--- config.mk ---
export PLATFORM = sky130hd
export DESIGN_NAME = ucode_sequencer
export DESIGN_NICKNAME = d
export VERILOG_FILES = /design/src/rtl/useq_pkg.sv /design/src/rtl/useq_rom.sv /design/src/rtl/useq_dispatch.sv /design/src/rtl/useq_next.sv /design/src/rtl/ucode_sequencer.sv
export SDC_FILE = /design/constraint.sdc
export NUM_CORES = 1
export LEC_CHECK = 0
export ABC_AREA = 1
export BUFFER_PORTS_ARGS = -buffer_cell sky130_fd_sc_hd__buf_2
export CORE_AREA = 5 5 42 44
export CTS_BUF_LIST = sky130_fd_sc_hd__clkbuf_4 sky130_fd_sc_hd__clkbuf_8 sky130_fd_sc_hd__clkbuf_16
export CTS_CLUSTER_SIZE = 24
export DETAILED_ROUTE_END_ITERATION = 6
export DIE_AREA = 0 0 47 49
export PLACE_DENSITY_LB_ADDON = 0.15
export SLEW_MARGIN = 25
export SYNTH_ARGS = -nofsm -noshare
export SYNTH_HDL_FRONTEND = slang
export SYNTH_SLANG_ARGS = --single-unit
--- constraint.sdc ---
create_clock -name clk -period 3.9 [get_ports clk]
set_clock_uncertainty 0.2 [all_clocks]
set_input_delay 0.39 -clock clk [delete_from_list [all_inputs] [get_ports clk]]
set_output_delay 0.39 -clock clk [all_outputs]
set_load 0.02 [all_outputs]
--- src/rtl/useq_pkg.sv ---
package useq_pkg;

   typedef enum logic [1:0] {ALU_ADD = 2'b00, ALU_SUB = 2'b01, ALU_FUNCT = 2'b10} alu_e;
   typedef enum logic {S1_PC = 1'b0, S1_A = 1'b1} src1_e;
   typedef enum logic [1:0] {S2_B = 2'b00, S2_FOUR = 2'b01, S2_SEXT = 2'b10, S2_SEXT_SH = 2'b11} src2_e;
   typedef enum logic [1:0] {RG_NONE = 2'b00, RG_WR_ALU = 2'b01, RG_WR_MDR = 2'b10} reg_e;
   typedef enum logic [1:0] {MM_NONE = 2'b00, MM_RD_PC = 2'b01, MM_RD_ALU = 2'b10, MM_WR_ALU = 2'b11} mem_e;
   typedef enum logic [1:0] {PC_NONE = 2'b00, PC_ALU = 2'b01, PC_COND = 2'b10, PC_JUMP = 2'b11} pc_e;
   typedef enum logic [1:0] {SQ_NEXT = 2'b00, SQ_FETCH = 2'b01, SQ_DISP1 = 2'b10, SQ_DISP2 = 2'b11} seq_e;

   typedef struct packed {
      alu_e  alu;
      src1_e src1;
      src2_e src2;
      reg_e  rg;
      mem_e  mem;
      pc_e   pc;
      seq_e  seq;
   } uword_t;

   localparam int UWORD_W = $bits(uword_t);

   // Microprogram layout; the dispatch tables and the fetch return point depend on it.
   localparam int UA_FETCH  = 0;
   localparam int UA_DECODE = 1;
   localparam int UA_MEM1   = 2;
   localparam int UA_LW2    = 3;
   localparam int UA_LW3    = 4;
   localparam int UA_SW2    = 5;
   localparam int UA_RF1    = 6;
   localparam int UA_RF2    = 7;
   localparam int UA_BEQ1   = 8;
   localparam int UA_JMP1   = 9;
   localparam int UA_COUNT  = 10;

   // Contents of one microprogram word; unlisted addresses idle and return to fetch.
   function automatic uword_t ucode_word(int unsigned a);
      uword_t w;
      w = '{alu: ALU_ADD, src1: S1_PC, src2: S2_B, rg: RG_NONE,
            mem: MM_NONE, pc: PC_NONE, seq: SQ_FETCH};
      case (a)
         UA_FETCH: begin
            w.src2 = S2_FOUR;
            w.mem  = MM_RD_PC;
            w.pc   = PC_ALU;
            w.seq  = SQ_NEXT;
         end
         UA_DECODE: begin
            w.src2 = S2_SEXT_SH;
            w.seq  = SQ_DISP1;
         end
         UA_MEM1: begin
            w.src1 = S1_A;
            w.src2 = S2_SEXT;
            w.seq  = SQ_DISP2;
         end
         UA_LW2: begin
            w.mem = MM_RD_ALU;
            w.seq = SQ_NEXT;
         end
         UA_LW3:  w.rg  = RG_WR_MDR;
         UA_SW2:  w.mem = MM_WR_ALU;
         UA_RF1: begin
            w.alu  = ALU_FUNCT;
            w.src1 = S1_A;
            w.seq  = SQ_NEXT;
         end
         UA_RF2:  w.rg = RG_WR_ALU;
         UA_BEQ1: begin
            w.alu  = ALU_SUB;
            w.src1 = S1_A;
            w.pc   = PC_COND;
         end
         UA_JMP1: w.pc = PC_JUMP;
         default: ;
      endcase
      return w;
   endfunction

endpackage

--- src/rtl/useq_rom.sv ---
module useq_rom
   import useq_pkg::*;
#(
   parameter int UADDR_W = 4
) (
   input  logic [UADDR_W-1:0] raddr,
   output uword_t             rdata
);
   localparam int DEPTH = 1 << UADDR_W;

   uword_t store [DEPTH];

   for (genvar a = 0; a < DEPTH; a++) begin : g_word
      assign store[a] = ucode_word(a);
   end

   assign rdata = store[raddr];
endmodule

--- src/rtl/useq_dispatch.sv ---
module useq_dispatch
   import useq_pkg::*;
#(
   parameter int               OPC_W      = 6,
   parameter int               UADDR_W    = 4,
   parameter logic [OPC_W-1:0] OPC_RTYPE  = 6'h00,
   parameter logic [OPC_W-1:0] OPC_LOAD   = 6'h23,
   parameter logic [OPC_W-1:0] OPC_STORE  = 6'h2B,
   parameter logic [OPC_W-1:0] OPC_BRANCH = 6'h04,
   parameter logic [OPC_W-1:0] OPC_JUMP   = 6'h02
) (
   input  logic [OPC_W-1:0]   opcode,
   output logic               hit1,
   output logic [UADDR_W-1:0] tgt1,
   output logic               hit2,
   output logic [UADDR_W-1:0] tgt2
);
   // First table: opcode class to routine entry.
   always_comb begin
      hit1 = 1'b1;
      tgt1 = UADDR_W'(UA_FETCH);
      if (opcode == OPC_LOAD || opcode == OPC_STORE) tgt1 = UADDR_W'(UA_MEM1);
      else if (opcode == OPC_RTYPE)                  tgt1 = UADDR_W'(UA_RF1);
      else if (opcode == OPC_BRANCH)                 tgt1 = UADDR_W'(UA_BEQ1);
      else if (opcode == OPC_JUMP)                   tgt1 = UADDR_W'(UA_JMP1);
      else                                           hit1 = 1'b0;
   end

   // Second table: memory direction.
   always_comb begin
      hit2 = 1'b1;
      tgt2 = UADDR_W'(UA_FETCH);
      if (opcode == OPC_LOAD)       tgt2 = UADDR_W'(UA_LW2);
      else if (opcode == OPC_STORE) tgt2 = UADDR_W'(UA_SW2);
      else                          hit2 = 1'b0;
   end
endmodule

--- src/rtl/useq_next.sv ---
module useq_next
   import useq_pkg::*;
#(
   parameter int UADDR_W = 4
) (
   input  logic               clk,
   input  logic               rst,
   input  seq_e               seq,
   input  logic               hit1,
   input  logic [UADDR_W-1:0] tgt1,
   input  logic               hit2,
   input  logic [UADDR_W-1:0] tgt2,
   output logic [UADDR_W-1:0] upc_q,
   output logic [UADDR_W-1:0] nxt,
   output logic               miss
);
   localparam logic [UADDR_W-1:0] FETCH_A = UADDR_W'(UA_FETCH);

   always_comb begin
      miss = 1'b0;
      unique case (seq)
         SQ_NEXT:  nxt = upc_q + UADDR_W'(1);
         SQ_FETCH: nxt = FETCH_A;
         SQ_DISP1: begin
            nxt  = hit1 ? tgt1 : FETCH_A;
            miss = !hit1;
         end
         SQ_DISP2: begin
            nxt  = hit2 ? tgt2 : FETCH_A;
            miss = !hit2;
         end
         default:  nxt = FETCH_A;
      endcase
   end

   always_ff @(posedge clk) begin
      if (rst) upc_q <= FETCH_A;
      else     upc_q <= nxt;
   end
endmodule

--- src/rtl/ucode_sequencer.sv ---
module ucode_sequencer
   import useq_pkg::*;
#(
   parameter int               UADDR_W    = 4,
   parameter int               OPC_W      = 6,
   parameter bit               OUT_REG    = 1'b0,
   parameter logic [OPC_W-1:0] OPC_RTYPE  = 6'h00,
   parameter logic [OPC_W-1:0] OPC_LOAD   = 6'h23,
   parameter logic [OPC_W-1:0] OPC_STORE  = 6'h2B,
   parameter logic [OPC_W-1:0] OPC_BRANCH = 6'h04,
   parameter logic [OPC_W-1:0] OPC_JUMP   = 6'h02
) (
   input  logic               clk,
   input  logic               rst,
   input  logic [OPC_W-1:0]   opcode_i,
   output logic [UADDR_W-1:0] upc_o,
   output logic [1:0]         alu_op_o,
   output logic               src1_sel_o,
   output logic [1:0]         src2_sel_o,
   output logic [1:0]         reg_ctl_o,
   output logic [1:0]         mem_ctl_o,
   output logic [1:0]         pc_ctl_o,
   output logic [1:0]         seq_o,
   output logic               illegal_op_o
);
   localparam int DEPTH = 1 << UADDR_W;

   if (DEPTH < UA_COUNT) begin : g_chk_depth
      $error("ucode_sequencer: UADDR_W too small for the microprogram");
   end
   if (OPC_W < 1) begin : g_chk_opc
      $error("ucode_sequencer: OPC_W must be positive");
   end
   if (OPC_LOAD == OPC_STORE || OPC_LOAD == OPC_RTYPE || OPC_LOAD == OPC_BRANCH ||
       OPC_LOAD == OPC_JUMP || OPC_STORE == OPC_RTYPE || OPC_STORE == OPC_BRANCH ||
       OPC_STORE == OPC_JUMP || OPC_RTYPE == OPC_BRANCH || OPC_RTYPE == OPC_JUMP ||
       OPC_BRANCH == OPC_JUMP) begin : g_chk_uniq
      $error("ucode_sequencer: dispatch opcodes must be distinct");
   end

   uword_t             cur;
   uword_t             rom_q;
   logic [UADDR_W-1:0] rom_a;
   logic               hit1, hit2, miss;
   logic [UADDR_W-1:0] tgt1, tgt2, upc_q, nxt;

   useq_dispatch #(
      .OPC_W(OPC_W), .UADDR_W(UADDR_W),
      .OPC_RTYPE(OPC_RTYPE), .OPC_LOAD(OPC_LOAD), .OPC_STORE(OPC_STORE),
      .OPC_BRANCH(OPC_BRANCH), .OPC_JUMP(OPC_JUMP)
   ) disp_i (
      .opcode(opcode_i), .hit1(hit1), .tgt1(tgt1), .hit2(hit2), .tgt2(tgt2)
   );

   useq_next #(.UADDR_W(UADDR_W)) next_i (
      .clk(clk), .rst(rst), .seq(cur.seq),
      .hit1(hit1), .tgt1(tgt1), .hit2(hit2), .tgt2(tgt2),
      .upc_q(upc_q), .nxt(nxt), .miss(miss)
   );

   useq_rom #(.UADDR_W(UADDR_W)) rom_i (.raddr(rom_a), .rdata(rom_q));

   if (OUT_REG) begin : g_staged
      // Word for the coming address is read ahead and held in a register.
      uword_t word_q;
      assign rom_a = rst ? UADDR_W'(UA_FETCH) : nxt;
      always_ff @(posedge clk) word_q <= rom_q;
      assign cur = word_q;
   end else begin : g_direct
      assign rom_a = upc_q;
      assign cur   = rom_q;
   end

   assign upc_o        = upc_q;
   assign alu_op_o     = cur.alu;
   assign src1_sel_o   = cur.src1;
   assign src2_sel_o   = cur.src2;
   assign reg_ctl_o    = cur.rg;
   assign mem_ctl_o    = cur.mem;
   assign pc_ctl_o     = cur.pc;
   assign seq_o        = cur.seq;
   assign illegal_op_o = miss;
endmodule

Word level (Yosys, flattened, before mapping)

Memories as Yosys holds them, arrays and structs flattened.
Cells that the tools add are included.

Register bits: 4
Bits in read-only memories: 208
Output and inout bits: 18
Word-level logic and storage cells: 35
Memories kept: 1

Add/subtract/negate cells: 1
Magnitude comparators: 1
Eq/ne operators: 7
Multiplexer cells: 18
Bitwise operators: 1
Reduce and logical (&&, ||, !) cells: 5

Memories:

| name             | words | width | rd ports | clocked after memory_dff | write ports | RTL line       | source |
|---|---|---|---|---|---|---|---|
| (name not given) | 16    | 13    | 1        | 0                        | 0           | useq_rom.sv:17 | `assign rdata = store[raddr];` |

Operator list:

| cell                                                                  | number |
|---|---|
| 4-bit two-way mux                                                     | 7 |
| 13-bit two-way mux                                                    | 2 |
| 4-bit one-hot mux with 4 select lines                                 | 1 |
| 6-bit equality test, second input constant                            | 2 |
| 6-bit by 2-bit equality test with 1-bit output, second input constant | 1 |
| 6-bit by 3-bit equality test with 1-bit output, second input constant | 1 |
| 6-bit logical NOT                                                     | 1 |
| 1-bit two-way mux                                                     | 6 |
| 5-bit greater-or-equal comparator, second input constant              | 1 |
| 4-bit inverter with 5-bit output                                      | 1 |
| 4-bit by 1-bit adder with 4-bit output, second input constant         | 1 |
| 2-bit equality test, second input constant                            | 2 |
| 3-bit two-way mux                                                     | 1 |
| 2-bit by 1-bit equality test with 1-bit output, second input constant | 1 |
| 1-bit logical NOT                                                     | 2 |
| 2-bit logical NOT                                                     | 1 |
| 1-bit one-hot mux with 2 select lines                                 | 1 |
| 1-bit logical OR                                                      | 1 |

Depth between registers and ports, before layout

Gate-level depths: netlist of the first run.

Depth in word-level cells: 7
Depth in mapped cells: 10

By module

From an unflattened synthesis of the first run, not the netlist that was laid out.

Cell total of the unflattened synthesis: 116
Area, all modules: 685.7 um^2

By module, submodules not included:

| module        | times used | cells each | area each (um^2) | sequential area each (um^2) |
|---|---|---|---|---|
| useq_next     | 1          | 49         | 295.3            | 80.1 |
| useq_rom      | 1          | 39         | 262.8            | 0.0 |
| useq_dispatch | 1          | 28         | 127.6            | 0.0 |

Worst setup path after synthesis of the first run

No wires, ideal clock.

Kind: reg-to-output
Start: register next_i.upc_q[1]
End: output port illegal_op_o
Data arrival time: 1.552 ns
Data required time: 3.310 ns
Path slack: 1.758 ns
Cell stages (with the launch flop): 7
Cell sequence: dfxtp_1 inv_1 ha_1 nand2_4 nor2_4 nand3_2 o21ai_1

Word-level cells in the longest chain between the ends: 6
Elaborated cells on any way between the ends: 7
Those cells by class: eq/ne (2); mux (3); bitwise (1); memory (1)

Ends and longest elaborated chain:

| item                                                       | RTL line              | source |
|---|---|---|
| start, declared                                            | useq_next.sv:13       | `output logic [UADDR_W-1:0] upc_q,` |
| start signal, assigned                                     | useq_next.sv:38       | `else upc_q <= nxt;` |
| 4-bit inverter with 5-bit output (implied by the code) (*) | useq_rom.sv:17        |  |
| memory 16 x 13 bit (*)                                     | -                     |  |
| 13-bit two-way mux (implied by the code) (*) (2 in a row)  | useq_rom.sv:17        |  |
| 2-bit equality test                                        | useq_next.sv:21       | `unique case (seq)` |
| 1-bit one-hot mux with 2 select lines (*)                  | useq_next.sv:21       |  |
| end, declared                                              | ucode_sequencer.sv:24 | `output logic illegal_op_o` |

Mark *: on every way between the ends. The rest lies on a longest branch, timed or not. The select of a mux whose other input is x is not followed.

Final worst setup path of the first run

Ends and elaborated chain as after synthesis.

==> flow_metrics.env, run 1 <==
export IMPL_io_pins=26
export IMPL_avgViaCountPerCell=4.764
export IMPL_pwr_share_comb_pct=41.0
export IMPL_dr_max_layer_used="met4"
export IMPL_dieArea_um2=2303
export IMPL_p_clk_share_pct=30.4
export IMPL_yosysSeqAreaShare_pct=13.68
export IMPL_antenna_found_initial=0
export IMPL_n_antenna_cell=0
export IMPL_r2r_setup_slack_ps=2220
export IMPL_grt_ovfl_total=0
export IMPL_power_internal_uw=99.26
export IMPL_finalHoldViolations=0
export IMPL_synth_area_um2=585.6
export IMPL_p_leak_nw=0.4296
export IMPL_relSlewSlack_pct=72.88
export IMPL_cts_buffers_inserted=3
export IMPL_drc=0
export IMPL_drive_above_1_share_pct=33.87
export IMPL_slew_viol_final=0
export IMPL_synth_warnings=0
export IMPL_finalSetupTns_ps=0
export IMPL_path_class="reg -> out"
export IMPL_synth_area_leaders="dfxtp_1 14%, ha_1 13%, nand2_1 12%, nand3_1 11%, inv_1 11%"
export IMPL_cellPowerDensity_nw_per_um2=213.2
export IMPL_synth_distinct_cells=21
export IMPL_grt_max_degree=10
export IMPL_dr_pass1_iters=4
export IMPL_ctsHoldBuffers=0
export IMPL_htreeDepth=1
export IMPL_period_share_pct=58.90
export IMPL_cts_tree="done"
export IMPL_ir_drop_uv=110.0
export IMPL_p_total_uw=159.0
export IMPL_nets=140
export IMPL_synthesis_nets=111
export IMPL_worstPathArrival_ps=1710
export IMPL_port_buffers=25
export IMPL_grt_setup_unrepaired="false"
export IMPL_vias=667
export IMPL_route_met3_wl_um=102
export IMPL_top_register="next_i.upc_q"
export IMPL_dp_hpwl_um=1216
export IMPL_rows=14
export IMPL_wl_met2_um=706
export IMPL_die_x_um=47
export IMPL_postRouteAntennaNets=0
export IMPL_cp_required_ps=3310
export IMPL_clk_pin_slew_ps=40
export IMPL_reg_top3="next_i.upc_q x4"
export IMPL_grt_pass1_wl_um=2352
export IMPL_switchingPower_uw=59.70
export IMPL_ys_ff_latch=4
export IMPL_drv_cap=0
export IMPL_worst_pin_slew_ps=406.2
export IMPL_wl_um=1447
export IMPL_synth_cells=97
export IMPL_cts_root_buf="clkbuf_4"
export IMPL_largest_register_ffs=4
export IMPL_fin_crit_ps=2297
export IMPL_syn_area_per_cell_um2=6.037
export IMPL_final_seq_area_um2=80.08
export IMPL_grt_usage_pct=13.44
export IMPL_cts_setup_buffers=0
export IMPL_area_growth_pct=27.35
export IMPL_worstSetupEndpointType="primary output"
export IMPL_grt_pass1_vias=596
export IMPL_multi_input_area_um2=422.9
export IMPL_routabilityCongestion=0.7817
export IMPL_coreArea_um2=1401
export IMPL_synth_area_leader_cell="dfxtp_1"
export IMPL_finalSetupViolCount=0
export IMPL_nFillCells=164
export IMPL_wl_per_cell_um=10.34
export IMPL_fmax_mhz=435.4
export IMPL_m1WireLength_um=611
export IMPL_die_h_um=49
export IMPL_cts_sinks=4
export IMPL_clk_latency_ps=230
export IMPL_hp_class="in -> reg"
export IMPL_start_util_pct=41.79
export IMPL_cts_buffer_depth=2
export IMPL_outcome="finished, final reports clean"
export IMPL_crit_path_start_kind="flip-flop"
export IMPL_drt_iter0_drc=15
export IMPL_seqPwrFrac_pct=28.6
export IMPL_synth_top_cell_area_share_pct=13.68
export IMPL_power_share_switching_pct=37.56
export IMPL_cp_max_fo=8
export IMPL_post_cts_resized=0
==> final cells by class <==
| cell class | instances | area share, % |
|---|---|---|
| multi-input combinational | 72 | 56.71 |
| timing repair buffer | 25 | 16.78 |
| sequential | 4 | 10.74 |
| inverter | 20 | 10.07 |
| clock buffer | 3 | 3.020 |
| tap | 16 | 2.685 |
==> worst paths after layout <==
kind,from,end,cells past startpoint
max,next_i.upc_q[1],illegal_op_o,7
min,rst,next_i.upc_q[3],2
max reg2reg,next_i.upc_q[1],next_i.upc_q[0],8
min reg2reg,next_i.upc_q[0],next_i.upc_q[3],2
==> synth_stat cells <==
library cell,instances
nand2_2,2
a21oi_2,1
inv_1,17
nor2_4,2
o22ai_1,1
nand3_4,1
nand4_1,2
a21oi_1,1
dfxtp_1,4
nor3_1,1
ha_1,6
buf_4,1
nand2_4,2
inv_2,3
o21ai_0,3
nand3_2,2
nor2_2,1
o21ai_1,1
nand3_1,13
nand2_1,18
nor2_1,15
==> metal layers <==
| metal | GRT usage [%] | vias up |
|---|---|---|
| li1 | - | 360 |
| met3 | 1.476 | 4 |
| met1 | 15.57 | 280 |
| met5 | 0 | - |
| met4 | 8.295 | 0 |
| met2 | 22.17 | 23 |
==> worst max-delay path, stage by stage (launching register included) <==
cell and delay (ps):
dfxtp_1 460, inv_1 100, ha_1 350, nand2_4 100
nor2_4 130, nand3_2 60, o21ai_1 110, buf_2 180
==> metrics by stage <==
| stage | instances | util, % | instance area [um2] | hold slack (ps) | worst slack, ps |
|---|---|---|---|---|---|
| 5_1_grt | 140 | 53.21 | 745.7 | 140.8 | 1421 |
| 3_3_place_gp | 137 | 51.61 | 723.2 | 385.4 | 1910 |
| 6_report | 140 | 53.21 | 745.7 | 147.5 | 1603 |
| 3_5_place_dp | 137 | 51.61 | 723.2 | 367.5 | 1832 |
| 2_1_floorplan | 97 | - | 585.6 | 252.4 | 1758 |
| 4_1_cts | 140 | 53.21 | 745.7 | 141.6 | 1572 |
==> power groups by stage <==
stage / registers, mW / logic, mW / clock network [mW]
after floorplan: 0.0477 / 0.0454 / 0
after CTS: 0.0454 / 0.0661 / 0.0507
final: 0.0454 / 0.0652 / 0.0483
after detailed placement: 0.0460 / 0.0657 / 0
after global routing: 0.0457 / 0.0729 / 0.0557
after global placement: 0.0459 / 0.0646 / 0
==> logic make-up (layout without fill, tap and decap cells) <==
| logic type | Yosys count | after routing | synth area share [%] |
|---|---|---|---|
| fa+ha+maj | 6 | 6 | 12.82 |
| simple gates | 59 | 59 | 52.56 |
| flops | 4 | 4 | 13.68 |
| compound gates | 7 | 7 | 6.836 |
| buf+inv | 21 | 48 | 14.10 |
==> cell usage in the layout, fill, tap and decap left out <==
cell type  count
nand2_4        2
nand2_2        2
o21ai_1        1
nand3_1       13
clkbuf_4       3
nand3_4        1
nor2_2         1
nand2_1       18
nor3_1         1
o21ai_0        3
ha_1           6
inv_2          3
a21oi_1        1
nand4_1        2
inv_1         17
a21oi_2        1
nor2_1        15
nor2_4         2
nand3_2        2
buf_2         25
dfxtp_1        4
o22ai_1        1
(Power assumes the default switching activity.)
==> run 2: changes to the inputs <==
CORE_AREA = not set   (was 5 5 42 44)
CORE_MARGIN = 5   (was not set)
CORE_UTILIZATION = 45   (was not set)
DIE_AREA = not set   (was 0 0 47 49)
clock period = 2.4 ns   (was 3.9 ns; I/O delays follow)
==> run 2 against run 1 <==
First-iteration DRC count decreased by 27%. Clock-buffer cell count is the same. Register-to-register slack worse by 1500 ps. Combinational power increased by 63%. Final cell count did not move. Clock power rose by 76%. Sequential power up 62%. Sequential share of layout area down 0.12 points. Global-route usage increased by 2.2 points. Critical path depth unchanged. Die area down 7.8%. Largest cell class unchanged.
==> flow_metrics.env, run 2 (same netlist as run 1, synthesis figures left out) <==
export IMPL_finalHoldViolations=0
export IMPL_slew_viol_final=0
export IMPL_wl_per_cell_um=10.11
export IMPL_crit_slowest_cell="dfxtp_1"
export IMPL_postRouteAntennaNets=0
export IMPL_dr_pass1_iters=4
export IMPL_start_util_pct=46.15
export IMPL_n_antenna_cell=0
export IMPL_cts_setup_buffers=0
export IMPL_p_total_uw=265.2
export IMPL_post_cts_resized=0
export IMPL_grt_usage_pct=15.65
export IMPL_min_from="opcode_i[2]"
export IMPL_grt_pass1_wl_um=2463
export IMPL_fmax_mhz=469.0
export IMPL_grt_ovfl_total=0
export IMPL_cts_buffers_inserted=3
export IMPL_min_to="next_i.upc_q[1]"
export IMPL_clk_latency_ps=240
export IMPL_final_cell_mix="25 x buf_2, 18 x nand2_1, 17 x inv_1"
export IMPL_cp_max_fo=8
export IMPL_layout_commonest_cell="buf_2"
export IMPL_rows=13
export IMPL_dp_hpwl_um=1182
export IMPL_p_leak_nw=0.4338
export IMPL_clk_pin_slew_ps=40
export IMPL_r2r_end="next_i.upc_q[0]"
export IMPL_wl_um=1416
export IMPL_hold_ws_ps=159.9
export IMPL_dieArea_um2=2122
export IMPL_min_delay_path_depth=4
export IMPL_worstSetupEndpointType="primary output"
export IMPL_antenna_found_initial=0
export IMPL_coreArea_um2=1269
export IMPL_finalSetupTns_ps=0
export IMPL_outcome="finished, final reports clean"
export IMPL_io_pins=26
export IMPL_pre_cts_ws_ps=520.2
export IMPL_finalSetupViolCount=0
export IMPL_reg_top3="next_i.upc_q x4"
export IMPL_cts_tree="done"
export IMPL_drt_iter0_drc=11
export IMPL_nets=141
export IMPL_largest_register_ffs=4
export IMPL_nFillCells=134
export IMPL_r2r_setup_slack_ps=760
export IMPL_cp_cell_sequence="inv_1 > ha_1 > nand2_4 > nor2_4 > nand3_2 > o21ai_1 > buf_2"
export IMPL_die_h_um=46.07
export IMPL_worst_pin_slew_ps=401.8
export IMPL_vias=687
export IMPL_switchingPower_uw=102.6
export IMPL_grt_pass1_vias=626
export IMPL_die_x_um=46.07
export IMPL_power_internal_uw=162.7
export IMPL_path_class="reg -> out"
export IMPL_top_register="next_i.upc_q"
export IMPL_p_clk_share_pct=32.1
export IMPL_avgViaCountPerCell=4.907
export IMPL_pwr_share_comb_pct=40.1
export IMPL_worstPathArrival_ps=1690
export IMPL_period_share_pct=88.83
export IMPL_power_share_switching_pct=38.67
export IMPL_grt_setup_unrepaired="false"
export IMPL_slowest_delay_ps=450
export IMPL_cts_sinks=4
export IMPL_port_buffers=25
export IMPL_fin_crit_ps=2132
export IMPL_cp_required_ps=1960
export IMPL_cts_root_buf="clkbuf_4"
export IMPL_routabilityCongestion=0.8341
export IMPL_fin_util_pct=59.47
export IMPL_seqPwrFrac_pct=27.7
export IMPL_relSlewSlack_pct=73.18
export IMPL_drive_above_1_share_pct=33.60
export IMPL_drc=0
export IMPL_r2r_start="next_i.upc_q[1]"
export IMPL_fin_ws_ps=268.0
export IMPL_crit_path_start_kind="flip-flop"
export IMPL_reg2regPathDepth=8
export IMPL_drv_cap=0
export IMPL_cellPowerDensity_nw_per_um2=351.6
export IMPL_ir_drop_uv=311.9
export IMPL_grt_max_degree=10
export IMPL_hp_class="in -> reg"
export IMPL_cts_buffer_depth=2
export IMPL_area_growth_pct=28.85
export IMPL_htreeDepth=1
[run 2: critical path: cells and delay by family (launching register included)]
kind / cells / cell delay [ps]
buffers and inverters: 2 / 270
DFF: 1 / 450
AOI/OAI and AO/OA: 1 / 110
and+or+nand+nor: 3 / 280
adders and majority gates: 1 / 340
[run 2: layer usage]
metal | wire [um] | vias to the layer above | share of wire [%] | track usage (%)
li1 | - | 361 | - | -
met3 | 132 | 2 | 9.3 | 5.859
met5 | 0 | - | 0 | 0
met1 | 554 | 300 | 39 | 18.93
met4 | 10 | 0 | 0.71 | 4.545
met2 | 719 | 24 | 51 | 25.55
[run 2: layout make-up]
class	count	area [um2]	area share [%]
well taps	15	18.77	2.488
multi-input cells	72	422.9	56.05
inverters	20	75.07	9.950
repair buffers	26	135.1	17.91
flip-flops and latches	4	80.08	10.61
clock buffers	3	22.52	2.985
[run 2: how the worst max path moves through the flow]
stage | startpoint | to | slack (ps) | cells after the start
after floorplan | next_i.upc_q[1] | illegal_op_o | 410 | 6
after global placement | next_i.upc_q[1] | illegal_op_o | 560 | 7
after detailed placement | next_i.upc_q[1] | illegal_op_o | 520 | 7
after CTS | next_i.upc_q[1] | illegal_op_o | 250 | 7
after global routing | next_i.upc_q[1] | illegal_op_o | 110 | 7
final | next_i.upc_q[1] | illegal_op_o | 270 | 7
[run 2: power by group through the flow]
stage	registers (mW)	clock network (mW)	logic, mW
after floorplan	0.0775	0	0.0738
after global routing	0.0744	0.0936	0.118
final	0.0736	0.0852	0.106
after CTS	0.0737	0.0882	0.107
after global placement	0.0747	0	0.105
after detailed placement	0.0747	0	0.106
[run 2: what timing repair did]
action	CTS	global route
endpoints found under the setup margin	0	0
hold endpoints to repair	1	0
hold buffers	1	0
[run 2: metrics by stage]
step                area [um2]  std cells
CTS                      754.5        140
finish                   754.5        140
floorplan                585.6         97
global route             754.5        140
global placement         721.9        136
detailed placement       721.9        136
==> run 3: changes to the inputs <==
CELL_PAD_IN_SITES_DETAIL_PLACEMENT = 0   (was not set)
CELL_PAD_IN_SITES_GLOBAL_PLACEMENT = 1   (was not set)
CORE_ASPECT_RATIO = 1.2   (was not set)
CORE_UTILIZATION = 29   (was 45)
==> run 3 against run 2 <==
Clock power decreased by 3.9%. Worst hold slack got worse by 140 ps. Final area decreased by 0.66%. Clock-buffer cell count unchanged. Combinational power about the same. Wire length increased by 5.8%.
==> flow_metrics.env, run 3 (same netlist as run 1, synthesis figures left out) <==
export IMPL_area_growth_pct=27.99
export IMPL_clk_latency_ps=230
export IMPL_fin_util_pct=39.59
export IMPL_n_antenna_cell=0
export IMPL_p_total_uw=261.5
export IMPL_reg_top3="next_i.upc_q x4"
export IMPL_coreArea_um2=1893
export IMPL_layout_commonest_cell="buf_2"
export IMPL_drive_above_1_share_pct=33.87
export IMPL_path_class="reg -> out"
export IMPL_nets=140
export IMPL_cts_sinks=4
export IMPL_largest_register_ffs=4
export IMPL_crit_path_start_kind="flip-flop"
export IMPL_routabilityCongestion=0.7986
export IMPL_grt_setup_unrepaired="false"
export IMPL_worstPathArrival_ps=1680
export IMPL_dp_hpwl_um=1314
export IMPL_grt_max_degree=10
export IMPL_post_cts_resized=0
export IMPL_cellPowerDensity_nw_per_um2=348.9
export IMPL_dr_pass1_iters=4
export IMPL_hp_class="in -> reg"
export IMPL_ctsHoldBuffers=0
export IMPL_worstSetupEndpointType="primary output"
export IMPL_avgViaCountPerCell=4.615
export IMPL_hold_ws_ps=14.96
export IMPL_start_util_pct=30.93
export IMPL_clk_pin_slew_ps=40
export IMPL_rows=17
export IMPL_ir_drop_uv=172.4
export IMPL_finalHoldViolations=0
export IMPL_cp_required_ps=1960
export IMPL_io_pins=26
export IMPL_port_buffers=25
export IMPL_drv_cap=0
export IMPL_slew_viol_final=0
export IMPL_cts_setup_buffers=0
export IMPL_period_share_pct=88.30
export IMPL_cts_tree="done"
export IMPL_fmax_mhz=471.9
export IMPL_grt_pass1_wl_um=2566
export IMPL_grt_ovfl_total=0
export IMPL_cts_buffer_depth=2
export IMPL_p_leak_nw=0.4296
export IMPL_finalSetupViolCount=0
export IMPL_worst_pin_slew_ps=400.6
export IMPL_min_from="rst"
export IMPL_drt_iter0_drc=6
export IMPL_outcome="finished, final reports clean"
export IMPL_grt_pass1_vias=657
export IMPL_cp_max_fo=8
export IMPL_nFillCells=218
export IMPL_drc=0
export IMPL_wl_per_cell_um=10.48
export IMPL_dieArea_um2=3022
export IMPL_final_seq_area_um2=80.08
export IMPL_postRouteAntennaNets=0
export IMPL_cts_buffers_inserted=3
export IMPL_htreeDepth=1
export IMPL_top_register="next_i.upc_q"
export IMPL_fin_crit_ps=2119
export IMPL_wl_um=1498
export IMPL_multi_input_area_um2=422.9
export IMPL_final_cell_mix="25 x buf_2, 18 x nand2_1, 17 x inv_1"
export IMPL_r2r_start="next_i.upc_q[1]"
export IMPL_cts_root_buf="clkbuf_4"
export IMPL_finalSetupTns_ps=0
export IMPL_setup_worst_path_start="next_i.upc_q[1]"
export IMPL_relSlewSlack_pct=73.25
export IMPL_die_h_um=59.23
export IMPL_antenna_found_initial=0
export IMPL_vias=660
export IMPL_die_x_um=51.02
export IMPL_grt_usage_pct=10.68
[run 3: changes by cell type in the layout (fill, tap and decap cells not counted)]
cell	before	now
dlygate4sd3_1	1	0
[run 3: critical path, cell delays in order (launching register included)]
cell     delay [ps]
dfxtp_1         450
inv_1           100
ha_1            340
nand2_4         100
nor2_4          130
nand3_2          60
o21ai_1         100
buf_2           170
[run 3: final timing paths]
path	end	slack, ps	cells after the start
worst max-delay path	illegal_op_o	280	7
worst min-delay path	next_i.upc_q[3]	10	2
worst max register to register	next_i.upc_q[0]	750	8
worst min register to register	next_i.upc_q[3]	370	2
[run 3: stage by stage]
step                      area [um2]  instances  setup slack (ps)
final                          749.5        143             280.8
after detailed placement       726.9        140             516.1
after global placement         726.9        140             542.7
after CTS                      749.5        143             261.3
after floorplan                585.6         97             408.1
after global routing           749.5        143             149.5
[run 3: metal layers]
layer	wire length [um]	vias up	global-route usage, %
met2	801	22	21.55
met5	0	-	0
met1	577	281	10.38
met3	119	0	1.511
met4	0	0	5.000
li1	-	357	-
[run 3: cell type report]
class | count | area share [%]
sequential | 4 | 10.68
tap | 19 | 3.172
clock buffer | 3 | 3.005
timing repair buffer | 25 | 16.69
inverter | 20 | 10.02
multi-input combinational | 72 | 56.43
[run 3: report_power, final]
group          internal, mW  switching (mW)
logic                0.0361          0.0697
registers            0.0697         0.00406
clock network        0.0558          0.0261
total                 0.162          0.0998
